===== src/rtl/tip_pkg.sv =====
`timescale 1ns/1ps
// Shared constants for the thread-interleaved scheduler.
// Assumes a five-stage in-order pipeline with one stage per cycle.
package tip_pkg;
    localparam int NUM_STAGES = 5;

    // Stage indices as used by the stage tag outputs.
    typedef enum int {
        STG_IF  = 0,
        STG_ID  = 1,
        STG_EX  = 2,
        STG_MEM = 3,
        STG_WB  = 4
    } stage_e;
endpackage


===== src/rtl/tip_slot_rotor.sv =====
`timescale 1ns/1ps
// Slot rotor: modulo-N_THREADS counter that names the thread owning the
// fetch slot. Assumes nothing about stalls; the rotation never pauses.
module tip_slot_rotor #(
    parameter int N_THREADS = 5,
    parameter int TID_W     = 3
) (
    input  logic             clk,
    input  logic             rst_n,
    output logic [TID_W-1:0] slot_tid
);
    localparam logic [TID_W-1:0] LAST_TID = TID_W'(N_THREADS - 1);

    // Advance to the next thread every cycle, wrapping after the last one.
    always_ff @(posedge clk) begin
        if (!rst_n)
            slot_tid <= '0;
        else if (slot_tid == LAST_TID)
            slot_tid <= '0;
        else
            slot_tid <= slot_tid + 1'b1;
    end
endmodule


===== src/rtl/tip_pc_bank.sv =====
`timescale 1ns/1ps
// Per-thread program counter bank. Reads the counter of the slot owner,
// steps it when that slot issues, and loads a branch target for the
// thread reporting a branch. Assumes the branch thread differs from the
// slot owner (a branch comes from execute, two slots behind fetch).
module tip_pc_bank #(
    parameter int              N_THREADS    = 5,
    parameter int              TID_W        = 3,
    parameter int              PC_W         = 32,
    parameter logic [PC_W-1:0] RESET_BASE   = 32'h0000_1000,
    parameter logic [PC_W-1:0] RESET_STRIDE = 32'h0000_0100,
    parameter logic [PC_W-1:0] PC_STEP      = 32'd4
) (
    input  logic             clk,
    input  logic             rst_n,
    input  logic [TID_W-1:0] rd_tid,
    input  logic             adv,
    input  logic             br_valid,
    input  logic [TID_W-1:0] br_tid,
    input  logic [PC_W-1:0]  br_target,
    output logic [PC_W-1:0]  rd_pc
);
    logic [PC_W-1:0] pc_all [N_THREADS];

    for (genvar t = 0; t < N_THREADS; t++) begin : g_thr
        localparam logic [PC_W-1:0] PC_RST = RESET_BASE + PC_W'(t) * RESET_STRIDE;
        logic [PC_W-1:0] pc_r;

        // Hold this thread's counter: branch load first, else step on issue.
        always_ff @(posedge clk) begin
            if (!rst_n)
                pc_r <= PC_RST;
            else if (br_valid && br_tid == TID_W'(t))
                pc_r <= br_target;
            else if (adv && rd_tid == TID_W'(t))
                pc_r <= pc_r + PC_STEP;
        end

        assign pc_all[t] = pc_r;
    end

    assign rd_pc = pc_all[rd_tid];
endmodule


===== src/rtl/tip_tag_pipe.sv =====
`timescale 1ns/1ps
// Stage tag pipeline: carries the valid bit and thread id of each slot
// from fetch down to writeback, one stage per cycle. Bubbles keep their
// thread id so every stage always names the slot owner.
module tip_tag_pipe #(
    parameter int N_STG = 5,
    parameter int TID_W = 3
) (
    input  logic                        clk,
    input  logic                        rst_n,
    input  logic                        in_vld,
    input  logic [TID_W-1:0]            in_tid,
    output logic [N_STG-1:1]            vld_q,
    output logic [N_STG-1:1][TID_W-1:0] tid_q
);
    // Shift the tags one stage per cycle; reset clears every stage.
    always_ff @(posedge clk) begin
        if (!rst_n) begin
            vld_q <= '0;
            tid_q <= '0;
        end else begin
            vld_q[1] <= in_vld;
            tid_q[1] <= in_tid;
            for (int k = 2; k < N_STG; k++) begin
                vld_q[k] <= vld_q[k-1];
                tid_q[k] <= tid_q[k-1];
            end
        end
    end
endmodule


===== src/rtl/tip_sched.sv =====
`timescale 1ns/1ps
// Thread-interleaved fetch scheduler (top). Gives the fetch slot to one
// thread per cycle in strict rotation, issues its program counter unless
// it is stalled, tags every stage with its thread, and decodes the
// register bank selects. Assumes N_THREADS equals the stage count, so a
// thread never has two instructions in flight; no hazard logic exists.
module tip_sched
    import tip_pkg::*;
#(
    parameter int              N_THREADS    = NUM_STAGES,
    parameter int              PC_W         = 32,
    parameter logic [PC_W-1:0] RESET_BASE   = 32'h0000_1000,
    parameter logic [PC_W-1:0] RESET_STRIDE = 32'h0000_0100,
    localparam int             TID_W        = $clog2(N_THREADS)
) (
    input  logic                       clk,
    input  logic                       rst_n,
    input  logic [N_THREADS-1:0]       stall_req,
    input  logic                       br_valid,
    input  logic [TID_W-1:0]           br_tid,
    input  logic [PC_W-1:0]            br_target,
    output logic                       fetch_valid,
    output logic [TID_W-1:0]           fetch_tid,
    output logic [PC_W-1:0]            fetch_pc,
    output logic [N_THREADS-1:0]       stage_vld,
    output logic [N_THREADS*TID_W-1:0] stage_tid,
    output logic [N_THREADS-1:0]       rd_bank_sel,
    output logic [N_THREADS-1:0]       wr_bank_en
);
    localparam logic [PC_W-1:0] PC_STEP = PC_W'(4);

    logic [N_THREADS-1:1]            pipe_vld;
    logic [N_THREADS-1:1][TID_W-1:0] pipe_tid;

    tip_slot_rotor #(
        .N_THREADS(N_THREADS),
        .TID_W    (TID_W)
    ) u_rotor (
        .clk     (clk),
        .rst_n   (rst_n),
        .slot_tid(fetch_tid)
    );

    // A slot issues unless its owner asks for a stall.
    always_comb fetch_valid = !stall_req[fetch_tid];

    tip_pc_bank #(
        .N_THREADS   (N_THREADS),
        .TID_W       (TID_W),
        .PC_W        (PC_W),
        .RESET_BASE  (RESET_BASE),
        .RESET_STRIDE(RESET_STRIDE),
        .PC_STEP     (PC_STEP)
    ) u_pcs (
        .clk      (clk),
        .rst_n    (rst_n),
        .rd_tid   (fetch_tid),
        .adv      (fetch_valid),
        .br_valid (br_valid),
        .br_tid   (br_tid),
        .br_target(br_target),
        .rd_pc    (fetch_pc)
    );

    tip_tag_pipe #(
        .N_STG(N_THREADS),
        .TID_W(TID_W)
    ) u_tags (
        .clk   (clk),
        .rst_n (rst_n),
        .in_vld(fetch_valid),
        .in_tid(fetch_tid),
        .vld_q (pipe_vld),
        .tid_q (pipe_tid)
    );

    assign stage_vld = {pipe_vld, fetch_valid};
    assign stage_tid = {pipe_tid, fetch_tid};

    // Decode the read bank from decode and the write bank from writeback.
    always_comb begin
        rd_bank_sel = '0;
        wr_bank_en  = '0;
        for (int t = 0; t < N_THREADS; t++) begin
            rd_bank_sel[t] = pipe_vld[STG_ID] && (pipe_tid[STG_ID] == TID_W'(t));
            wr_bank_en[t]  = pipe_vld[STG_WB] && (pipe_tid[STG_WB] == TID_W'(t));
        end
    end
endmodule


===== config.mk =====
export PLATFORM = sky130hd
export DESIGN_NAME = tip_sched
export DESIGN_NICKNAME = d
export VERILOG_FILES = /design/src/rtl/tip_pkg.sv /design/src/rtl/tip_slot_rotor.sv /design/src/rtl/tip_pc_bank.sv /design/src/rtl/tip_tag_pipe.sv /design/src/rtl/tip_sched.sv
export SDC_FILE = /design/constraint.sdc
export NUM_CORES = 1
export LEC_CHECK = 0
export BUFFER_PORTS_ARGS = -buffer_cell sky130_fd_sc_hd__buf_2
export CORE_ASPECT_RATIO = 0.6
export CORE_MARGIN = 3
export CORE_UTILIZATION = 60
export CTS_CLUSTER_SIZE = 24
export DETAILED_ROUTE_END_ITERATION = 12
export GPL_TIMING_DRIVEN = 0
export HOLD_SLACK_MARGIN = 0.15
export PLACE_DENSITY = 0.91
export SYNTH_ARGS = -nofsm -noshare
export SYNTH_HDL_FRONTEND = slang
export SYNTH_SLANG_ARGS = --single-unit

===== constraint.sdc =====
create_clock -name clk -period 3.75 [get_ports clk]
set_input_delay 0.375 -clock clk [delete_from_list [all_inputs] [get_ports clk]]
set_output_delay 0.375 -clock clk [all_outputs]
set_load 0.05 [all_outputs]

# [Yosys cells after proc, flatten, opt, wreduce, memory -nomap -nowiden]
# Index checks and enable logic that the tools add are counted.
# Widths: inputs -> output; s select.
[word_totals] wordCells=83 in_bits=43 output_inout_bits=66 ff_bits=179
[op_classes] add_sub_neg=6 order_cmp=2 n_reduce_logical=31 bitwise=2 mux=15 eq_ne=16
[ops] op="$mux 32" n=12
[ops] op="$add 32x3->32 const B" n=5
[ops] op="$bmux 32 s3" n=1
[ops] op="$eq 3x2->1 const B" n=8
[ops] op="$logic_and 1x1->1" n=20
[ops] op="$eq 3x1->1 const B" n=4
[ops] op="$eq 3x3->1 const B" n=4
[ops] op="$logic_not 3->1" n=4
[ops] op="$reduce_bool 2->1" n=5
[ops] op="$ge 4x4->1 const B" n=1
[ops] op="$lt 3x4->1 const B" n=1
[ops] op="$not 3->4" n=1
[ops] op="$add 3x1->3 const B" n=1
[ops] op="$bmux 1 s3" n=1
[ops] op="$reduce_or 2->1" n=1
[ops] op="$logic_not 1->1" n=1
[ops] op="$mux 1" n=1
[ops] op="$not 1->1" n=1

# [Longest topological paths before layout]
# Gate-level depths: netlist (run 1).
[logic_depth] ltp_word=6 ltp_mapped=12 ltp_nobuf=7

# [By module]
# From an unflattened synthesis (run 1), not the netlist that was laid out.
[hier_totals] cells_unflattened=1257 hier_area_um2=10402.5
[by_module_without_submodules] module="tip_pc_bank" cells_per_inst=1185 area_per_inst_um2=9656.8 instances=1
[by_module_without_submodules] module="tip_tag_pipe" cells_per_inst=33 area_per_inst_um2=446.7 instances=1
[by_module_without_submodules] module="tip_sched" cells_per_inst=26 area_per_inst_um2=163.9 instances=1
[by_module_without_submodules] module="tip_slot_rotor" cells_per_inst=13 area_per_inst_um2=135.1 instances=1

# [Worst setup path before layout (run 1)]
# OpenSTA, ideal clock, no wires.
[synth_path] kind="reg2reg" start="register u_rotor.slot_tid[0]" end="register u_pcs.g_thr[4].pc_r[31]" arrival_time_ns=3.076 slack_ns=0.542 path_buffers=5 path_stages_with_launch=13 setup_ns=0.133 synth_period_minus_slack_ns=3.208 cell_sequence="dfxtp_1 -> buf_2 -> clkbuf_1 -> clkbuf_1 -> inv_1 -> ha_1 -> clkbuf_1 -> nand3_1 -> nor4_1 -> clkbuf_1 -> nand4_1 -> xor2_1 -> a21oi_1"
[synth_between] elab_chain_len=5
[synth_rtl] item="from (decl)" line="tip_slot_rotor.sv:10" rtl="output logic [TID_W-1:0] slot_tid"
[synth_rtl] item="from (signal assigned)" line="tip_slot_rotor.sv:21" rtl="slot_tid <= slot_tid + 1'b1;"
[synth_rtl] item="$bmux 1 s3" line="tip_sched.sv:45" rtl="always_comb fetch_valid = !stall_req[fetch_tid];"
[synth_rtl] item="$mux 1 (not written as such)" line="tip_sched.sv:45"
[synth_rtl] item="$logic_not 1->1" line="tip_sched.sv:45"
[synth_rtl] item="$logic_and 1x1->1 *" line="tip_pc_bank.sv:35" rtl="else if (adv && rd_tid == TID_W'(t))"
[synth_rtl] item="$reduce_bool 2->1 (no source line) *"
[synth_rtl] item="to (signal assigned)" line="tip_pc_bank.sv:34" rtl="pc_r <= br_target;"
[synth_rtl] item="to (signal assigned)" line="tip_pc_bank.sv:36" rtl="pc_r <= pc_r + PC_STEP;"
[synth_rtl] item="to (decl)" line="tip_pc_bank.sv:27" rtl="logic [PC_W-1:0] pc_r;"
# Every way passes the cells marked *; elsewhere a longest branch is shown, timed or not. The select of a mux whose other input is x is not followed.
# A chain may end at the register's enable or synchronous reset.

# [Final worst setup path (run 1)]
[layout_path] start="register u_rotor.slot_tid[0]" end="register u_pcs.g_thr[2].pc_r[7]"
[layout_between] elab_chain_len=5
[layout_rtl] item="$bmux 1 s3" line="tip_sched.sv:45"
[layout_rtl] item="$mux 1 (not written as such)" line="tip_sched.sv:45"
[layout_rtl] item="$logic_not 1->1" line="tip_sched.sv:45"
[layout_rtl] item="$logic_and 1x1->1 *" line="tip_pc_bank.sv:35"
[layout_rtl] item="$reduce_bool 2->1 (no source line) *"
[layout_rtl] item="to (signal assigned)" line="tip_pc_bank.sv:34"
[layout_rtl] item="to (signal assigned)" line="tip_pc_bank.sv:36"
[layout_rtl] item="to (decl)" line="tip_pc_bank.sv:27"
# Marked as above.

==> results.toml, run 1 <==
[setup_path]
crit_slowest_cell = "dfxtp_1"
required_ns = 4.05
end_kind = "flip-flop"
reg2reg_depth = 11
critPathLaunchType = "flip-flop"
worst_path_largest_cell_delay_ns = 0.49
path_class = "reg -> reg"
crit_chain = "buf_2 -> clkbuf_2 -> buf_2 -> inv_1 -> ha_1 -> nor3b_1 -> a32oi_2 -> clkbuf_2 -> nor3_1 -> xnor2_1 -> a21oi_1"
cp_max_fo = 10
critPathArrivalTime_ns = 3.88

[clock_tree]
cts_tree = "done"
clkTransAtPathRegs_ns = 0.07
cts_made_buffers = 17
cts.path.max_buffers = 2
cts_max_level = 4
cts_root_buffer = "clkbuf_16"
worstSkewPairLatency_ns = 0.44
cts.sinks = 179
cts_hold_buf = 0

[sta]
final-hold-violation-count = 0
finalMaxSlewViolations = 0
worstMarginPinSlew_ns = 1.40
finalCritPeriodShare_pct = 95.4
timing.fmax_mhz = 279
slew_headroom_pct = 5.93
hold-worst-slack_ns = 0.236
setup_ws_ns = 0.171
fin_skew_ns = 0.0147
setup_violations = 0
rsz0062_at_grt = "no"
fin_crit_ns = 3.58

[floorplan]
num_rows = 36
fp.dieH_um = 109
dieWidth_um = 177
start_util_pct = 63.1
core-area_um2 = 16800
dieArea_um2 = 19300
io_pins = 109

[cells_and_area]
multi_input_comb_area_um2 = 6510
num-nets-final = 1521
fillCellCount = 1341
fin_cells = 1709
seqCellArea_um2 = 3580
area_growth_pct = 13.5
drive_gt1_share_pct = 11.9
diodes = 0

[placed_design]
dp_hpwl_mm = 29.4
portBuffers = 107
routabilityCongestion = 1.06
place_inst = 1675
placement.setup.worst_slack_ns = -0.464

[yosys]
synth_nets = 1393
yosysWarnings = 0
synth_area_leaders = "dfxtp_1, mux2i_1, o21ai_0, a21oi_1, xnor2_1"
ys_seq_area_share_pct = 33.9
synthArstFlopShare_pct = 0
synth.distinct_cells = 56
ys_ff_latch = 179
synth_area_um2 = 10600
yosysTopAreaCellShare_pct = 33.9
post-synth-top-count-cell = "dfxtp_1"
synth_ff_type = "dfxtp_1"
ys_top_cells_by_count = "dfxtp_1, o21ai_0, a21oi_1, nor2_1, clkbuf_1"
yosysTopAreaCell = "dfxtp_1"
syn_inst = 1340
synth_edf_count = 0
synth_area_per_cell_um2 = 7.89

[global_routing]
grt_pass1_vias = 11000
antenna_found_initial = 1
grt_usage_pct = 39.6
grt_pass1_wl_mm = 59.4
overflow = 0
grt_max_degree = 17

[drt]
routed_wl_mm = 39.5
via_per_inst = 7.07
first_iter_violations = 2615
ant_nets = 0
num_vias = 12100
first_pass_iters = 10
wl_per_cell_um = 23.1
drcViolationCount = 0

[power_and_ir_drop]
power_leakage_nw = 4.13
p_per_area_nw_per_um2 = 397
peakVddDrop_mv = 0.336
power_mw = 4.76

[flow_run]
maxCapViolations = 0

[min_path]
holdPathStages = 3
min-delay-path-class = "in -> reg"

[status]
outcome = "finished, final reports clean"
==> layer usage <==
metal	global-route usage (%)	share of wire, %	vias to the layer above
met4	15.2	3.8	0
li1	-	-	5201
met2	56.0	40	1150
met3	12.1	18	162
met1	56.3	39	5577
met5	0	0	-
==> registers in the layout, summed over array words and instances, names as in the netlist <==
name              cells
u_pcs.g_thr.pc_r    160
u_tags.tid_q         12
u_tags.vld_q          4
u_rotor.slot_tid      3
==> metrics by stage <==
step	setup TNS [ns]	area (um2)	utilization, %
global placement	-6.99	11400	68.0
detailed placement	-13.57	11400	68.0
floorplan	0	10600	-
global route	0	12000	71.6
CTS	0	12000	71.5
finish	0	12000	71.6
==> power by group <==
part / internal [mW] / switching [mW] / leakage [nW]
clock network: 0.923 / 0.840 / 0.261
registers: 1.98 / 0.101 / 1.46
logic: 0.251 / 0.673 / 2.41
total: 3.15 / 1.61 / 4.13
==> cell families (layout without fill, tap and decap cells) <==
group / Yosys count / count (layout) / share of synthesized area [%]
AO/OA/AOI/OAI: 394 / 394 / 21.1
adder cells (fa/ha/maj): 10 / 10 / 1.18
multiplexers: 80 / 80 / 7.69
flip-flops: 179 / 179 / 33.9
AND/OR/NAND/NOR: 449 / 449 / 22.8
XOR/XNOR: 103 / 103 / 8.53
buffers and inverters: 125 / 266 / 4.78
==> critical path: cells and delay by family, from the launching register on <==
family,cells,cell delay [ns]
AO/OA/AOI/OAI,2,0.48
XOR/XNOR,1,0.18
adder cells (fa/ha/maj),1,0.34
buffers and inverters,5,1.63
flip-flops,1,0.49
AND/OR/NAND/NOR,2,0.31
==> layout by cell type (no fill, tap or decap), types with 12 or more instances in the layout <==
| cell type | netlist | routed |
|---|---|---|
| a211oi_1 | 26 | 26 |
| a21oi_1 | 132 | 132 |
| a31oi_1 | 21 | 21 |
| and2_1 | 16 | 16 |
| and3_1 | 23 | 23 |
| and4_1 | 27 | 27 |
| buf_2 | 11 | 119 |
| clkbuf_1 | 82 | 77 |
| clkbuf_16 | 0 | 17 |
| dfxtp_1 | 179 | 179 |
| inv_1 | 16 | 16 |
| mux2i_1 | 79 | 79 |
| nand2_1 | 74 | 74 |
| nand3_1 | 58 | 58 |
| nand4_1 | 45 | 45 |
| nor2_1 | 92 | 92 |
| nor3_1 | 33 | 33 |
| nor4_1 | 19 | 17 |
| o21ai_0 | 142 | 142 |
| o22ai_1 | 33 | 33 |
| or3_1 | 20 | 20 |
| or4_1 | 12 | 12 |
| xnor2_1 | 53 | 53 |
| xor2_1 | 50 | 50 |
==> final timing paths <==
path	startpoint	end	slack [ns]
worst max-delay path	u_rotor.slot_tid[0]	u_pcs.g_thr[2].pc_r[7]	0.17
worst min-delay path	br_target[1]	u_pcs.g_thr[2].pc_r[1]	0.24
worst max register to register	u_rotor.slot_tid[0]	u_pcs.g_thr[2].pc_r[7]	0.17
worst min register to register	u_tags.tid_q[7]	u_tags.tid_q[10]	0.45
==> layout make-up <==
type	count	share of cell area, %
multi-input cells	1036	54.2
plain buffers	106	3.67
well taps	228	2.38
clock buffers	18	3.58
repair buffers	110	4.65
flip-flops and latches	179	29.9
inverters	18	0.563
clock inverters	14	1.07
==> what timing repair did <==
action | 4_1_cts | 5_1_grt
pin swaps | 0 | 1
gates resized for setup | 6 | 5
setup buffers | 0 | 3
setup endpoints to repair | 50 | 38
(Power assumes the default switching activity.)
==> run 2: changes to the inputs <==
--- a/config.mk
+++ b/config.mk
@@ -8,12 +8,13 @@
 export BUFFER_PORTS_ARGS = -buffer_cell sky130_fd_sc_hd__buf_2
 export CORE_ASPECT_RATIO = 0.6
 export CORE_MARGIN = 3
-export CORE_UTILIZATION = 60
+export CORE_UTILIZATION = 54
 export CTS_CLUSTER_SIZE = 24
 export DETAILED_ROUTE_END_ITERATION = 12
 export GPL_TIMING_DRIVEN = 0
 export HOLD_SLACK_MARGIN = 0.15
-export PLACE_DENSITY = 0.91
+export PLACE_DENSITY = 0.87
+export RECOVER_POWER = 25
 export SYNTH_ARGS = -nofsm -noshare
 export SYNTH_HDL_FRONTEND = slang
 export SYNTH_SLANG_ARGS = --single-unit
==> constraint.sdc (replaced) <==
create_clock -name clk -period 3.09 [get_ports clk]
set_input_delay 0.309 -clock clk [delete_from_list [all_inputs] [get_ports clk]]
set_output_delay 0.309 -clock clk [all_outputs]
set_load 0.05 [all_outputs]
==> run 2 against run 1 <==
  * Fmax rose by 20%
  * Combinational power rose by 22%
  * Global-route usage fell by 3.2 points
  * Sequential share of layout area fell by 0.36 points
  * Critical path type unchanged
  * Critical endpoint is now u_pcs.g_thr[1].pc_r[10]
==> results.toml, run 2 (same netlist as run 1, synthesis figures left out) <==
[global_routing]
grt_pass1_wl_mm = 60.7
overflow = 0
use_met3_pct = 13.9
antenna_found_initial = 1
grt_util_met2_pct = 50.5
grt_max_degree = 18
grt_pass1_vias = 10900
top_usage_layer = "met1"
met1_usage_pct = 51.4
grt_usage_pct = 36.4

[setup_path]
end_kind = "flip-flop"
path_class = "reg -> reg"
crit_family = "buffers and inverters"
reg2reg_depth = 9
required_ns = 3.40
crit_slowest_cell = "nor2b_1"
crit-reg2reg-capture = "u_pcs.g_thr[1].pc_r[10]"
critPathCapture = "u_pcs.g_thr[1].pc_r[10]"
critPathArrivalTime_ns = 3.30
crit_chain = "clkbuf_4 -> clkinv_1 -> ha_1 -> and4b_1 -> nor2b_1 -> clkbuf_1 -> and3_1 -> xnor2_1 -> a21oi_1"
crit_start = "u_rotor.slot_tid[1]"
r2r_start = "u_rotor.slot_tid[1]"
ff2ff_setup_slack_ns = 0.10
crit_cells = 9
critPathLaunchType = "flip-flop"
cp_max_fo = 10
path_buf_inv = 3
worst_path_largest_cell_delay_ns = 0.51

[clock_tree]
worstSkewPairLatency_ns = 0.45
cts.sinks = 179
cts_made_buffers = 17
cts_tree = "done"
cts.path.max_buffers = 2
cts_root_buffer = "clkbuf_16"
clkTransAtPathRegs_ns = 0.07
cts_max_level = 4

[floorplan]
dieArea_um2 = 21400
dieWidth_um = 187
core-area_um2 = 18600
io_pins = 109
num_rows = 38
fp.dieH_um = 114
start_util_pct = 56.8

[power_and_ir_drop]
p_per_area_nw_per_um2 = 483
peakVddDrop_mv = 0.444
swShare_pct = 34.4
power_leakage_nw = 4.07
power_frac_seq_pct = 43.0
cell_internal_pwr_mw = 3.85
p_switching_mw = 2.02
p_comb_share_pct = 19.4
p_clk_share_pct = 37.7

[sta]
worstMarginPinSlew_ns = 1.29
finalMaxSlewViolations = 0
fin_skew_ns = 0.0136
setup_ws_ns = 0.103
finalCritPeriodShare_pct = 96.7
final-hold-violation-count = 0
slew_headroom_pct = 13.8
timing.fmax_mhz = 335
fin_crit_ns = 2.99
setup_violations = 0
setup_tns_ns = 0

[drt]
routed_wl_mm = 39.6
via_per_inst = 6.77
ant_nets = 0
first_pass_iters = 7
num_vias = 11800
wl_per_cell_um = 22.7
drcViolationCount = 0
first_iter_violations = 1943

[cells_and_area]
mostFrequentLayoutCells = "dfxtp_1, o21ai_0, a21oi_1"
reg_top3 = "u_pcs.g_thr.pc_r: 160 flops, u_tags.tid_q: 12 flops, u_tags.vld_q: 4 flops"
diodes = 0
largest_reg_flops = 160
drive_gt1_share_pct = 11.3
num-nets-final = 1522
area_growth_pct = 14.9
regMostFlops = "u_pcs.g_thr.pc_r"
layout_commonest_cell = "dfxtp_1"

[status]
outcome = "finished, final reports clean"

[flow_run]
maxCapViolations = 0

[min_path]
min-delay-path-class = "in -> reg"
worstHoldStart = "br_target[1]"

[placed_design]
placement.setup.worst_slack_ns = -1.15
routabilityCongestion = 1.03
dp_hpwl_mm = 29.9
portBuffers = 107
run 2: changes by cell type in the layout (fill, tap and decap cells not counted), moves of 4 or more:
| cell | delta |
|---|---|
| buf_2 | -32 |
| clkbuf_1 | +24 |
| clkbuf_4 | +7 |
| and2_0 | +6 |
| and2_1 | -6 |
| buf_1 | -4 |
| inv_6 | +4 |
run 2: through the flow:
| step | hold WS (ns) | std cells | cell area [um2] | utilization, % | total power [mW] |
|---|---|---|---|---|---|
| CTS | 0.151 | 1740 | 12100 | 65.0 | 5.79 |
| detailed placement | 0.445 | 1707 | 11400 | 61.4 | 3.63 |
| finish | 0.156 | 1742 | 12200 | 65.2 | 5.86 |
| global placement | 0.441 | 1707 | 11400 | 61.4 | 3.60 |
| floorplan | 0.434 | 1340 | 10600 | - | 3.26 |
| global route | 0.166 | 1742 | 12200 | 65.2 | 6.00 |
run 2: layout make-up:
cell class | count | area [um2]
multi-input cells | 1036 | 6580
repair buffers | 112 | 539
clock buffers | 18 | 429
plain buffers | 105 | 477
fillers | 1650 | 6480
clock inverters | 14 | 143
inverters | 18 | 71.3
flip-flops and latches | 179 | 3580
well taps | 260 | 325
run 2: power groups by stage:
stage	combinational, mW	sequential (mW)	clock (mW)
floorplan	0.684	2.58	0
global placement	1.04	2.56	0
detailed placement	1.07	2.56	0
CTS	1.09	2.51	2.20
global route	1.19	2.53	2.28
finish	1.13	2.52	2.21
run 2: timing repair:
action,4_1_cts,5_1_grt
setup buffers,1,3
setup endpoints to repair,137,91
resized for setup,26,23
endpoints found under the hold margin,2,0
pin swaps,1,3
hold buffers,1,0
run 2: how the worst min path moves through the flow:
stage / cells past startpoint / slack [ns] / end
2_1_floorplan: 2 / 0.43 / u_pcs.g_thr[4].pc_r[10]
3_3_place_gp: 1 / 0.44 / u_tags.tid_q[9]
3_5_place_dp: 1 / 0.44 / u_tags.tid_q[11]
4_1_cts: 3 / 0.15 / u_pcs.g_thr[3].pc_r[1]
5_1_grt: 3 / 0.17 / u_pcs.g_thr[3].pc_r[1]
6_report: 3 / 0.16 / u_pcs.g_thr[3].pc_r[1]
run 2: worst min-delay path: stages:
cell     delay [ns]
buf_2          0.14
nand2_1        0.06
a21oi_1        0.05
run 2: per-layer routing:
metal | routed length (um) | vias to the layer above
met5 | 0 | -
met4 | 1430 | 0
met3 | 6600 | 151
met2 | 15200 | 959
met1 | 16400 | 5480
li1 | - | 5207
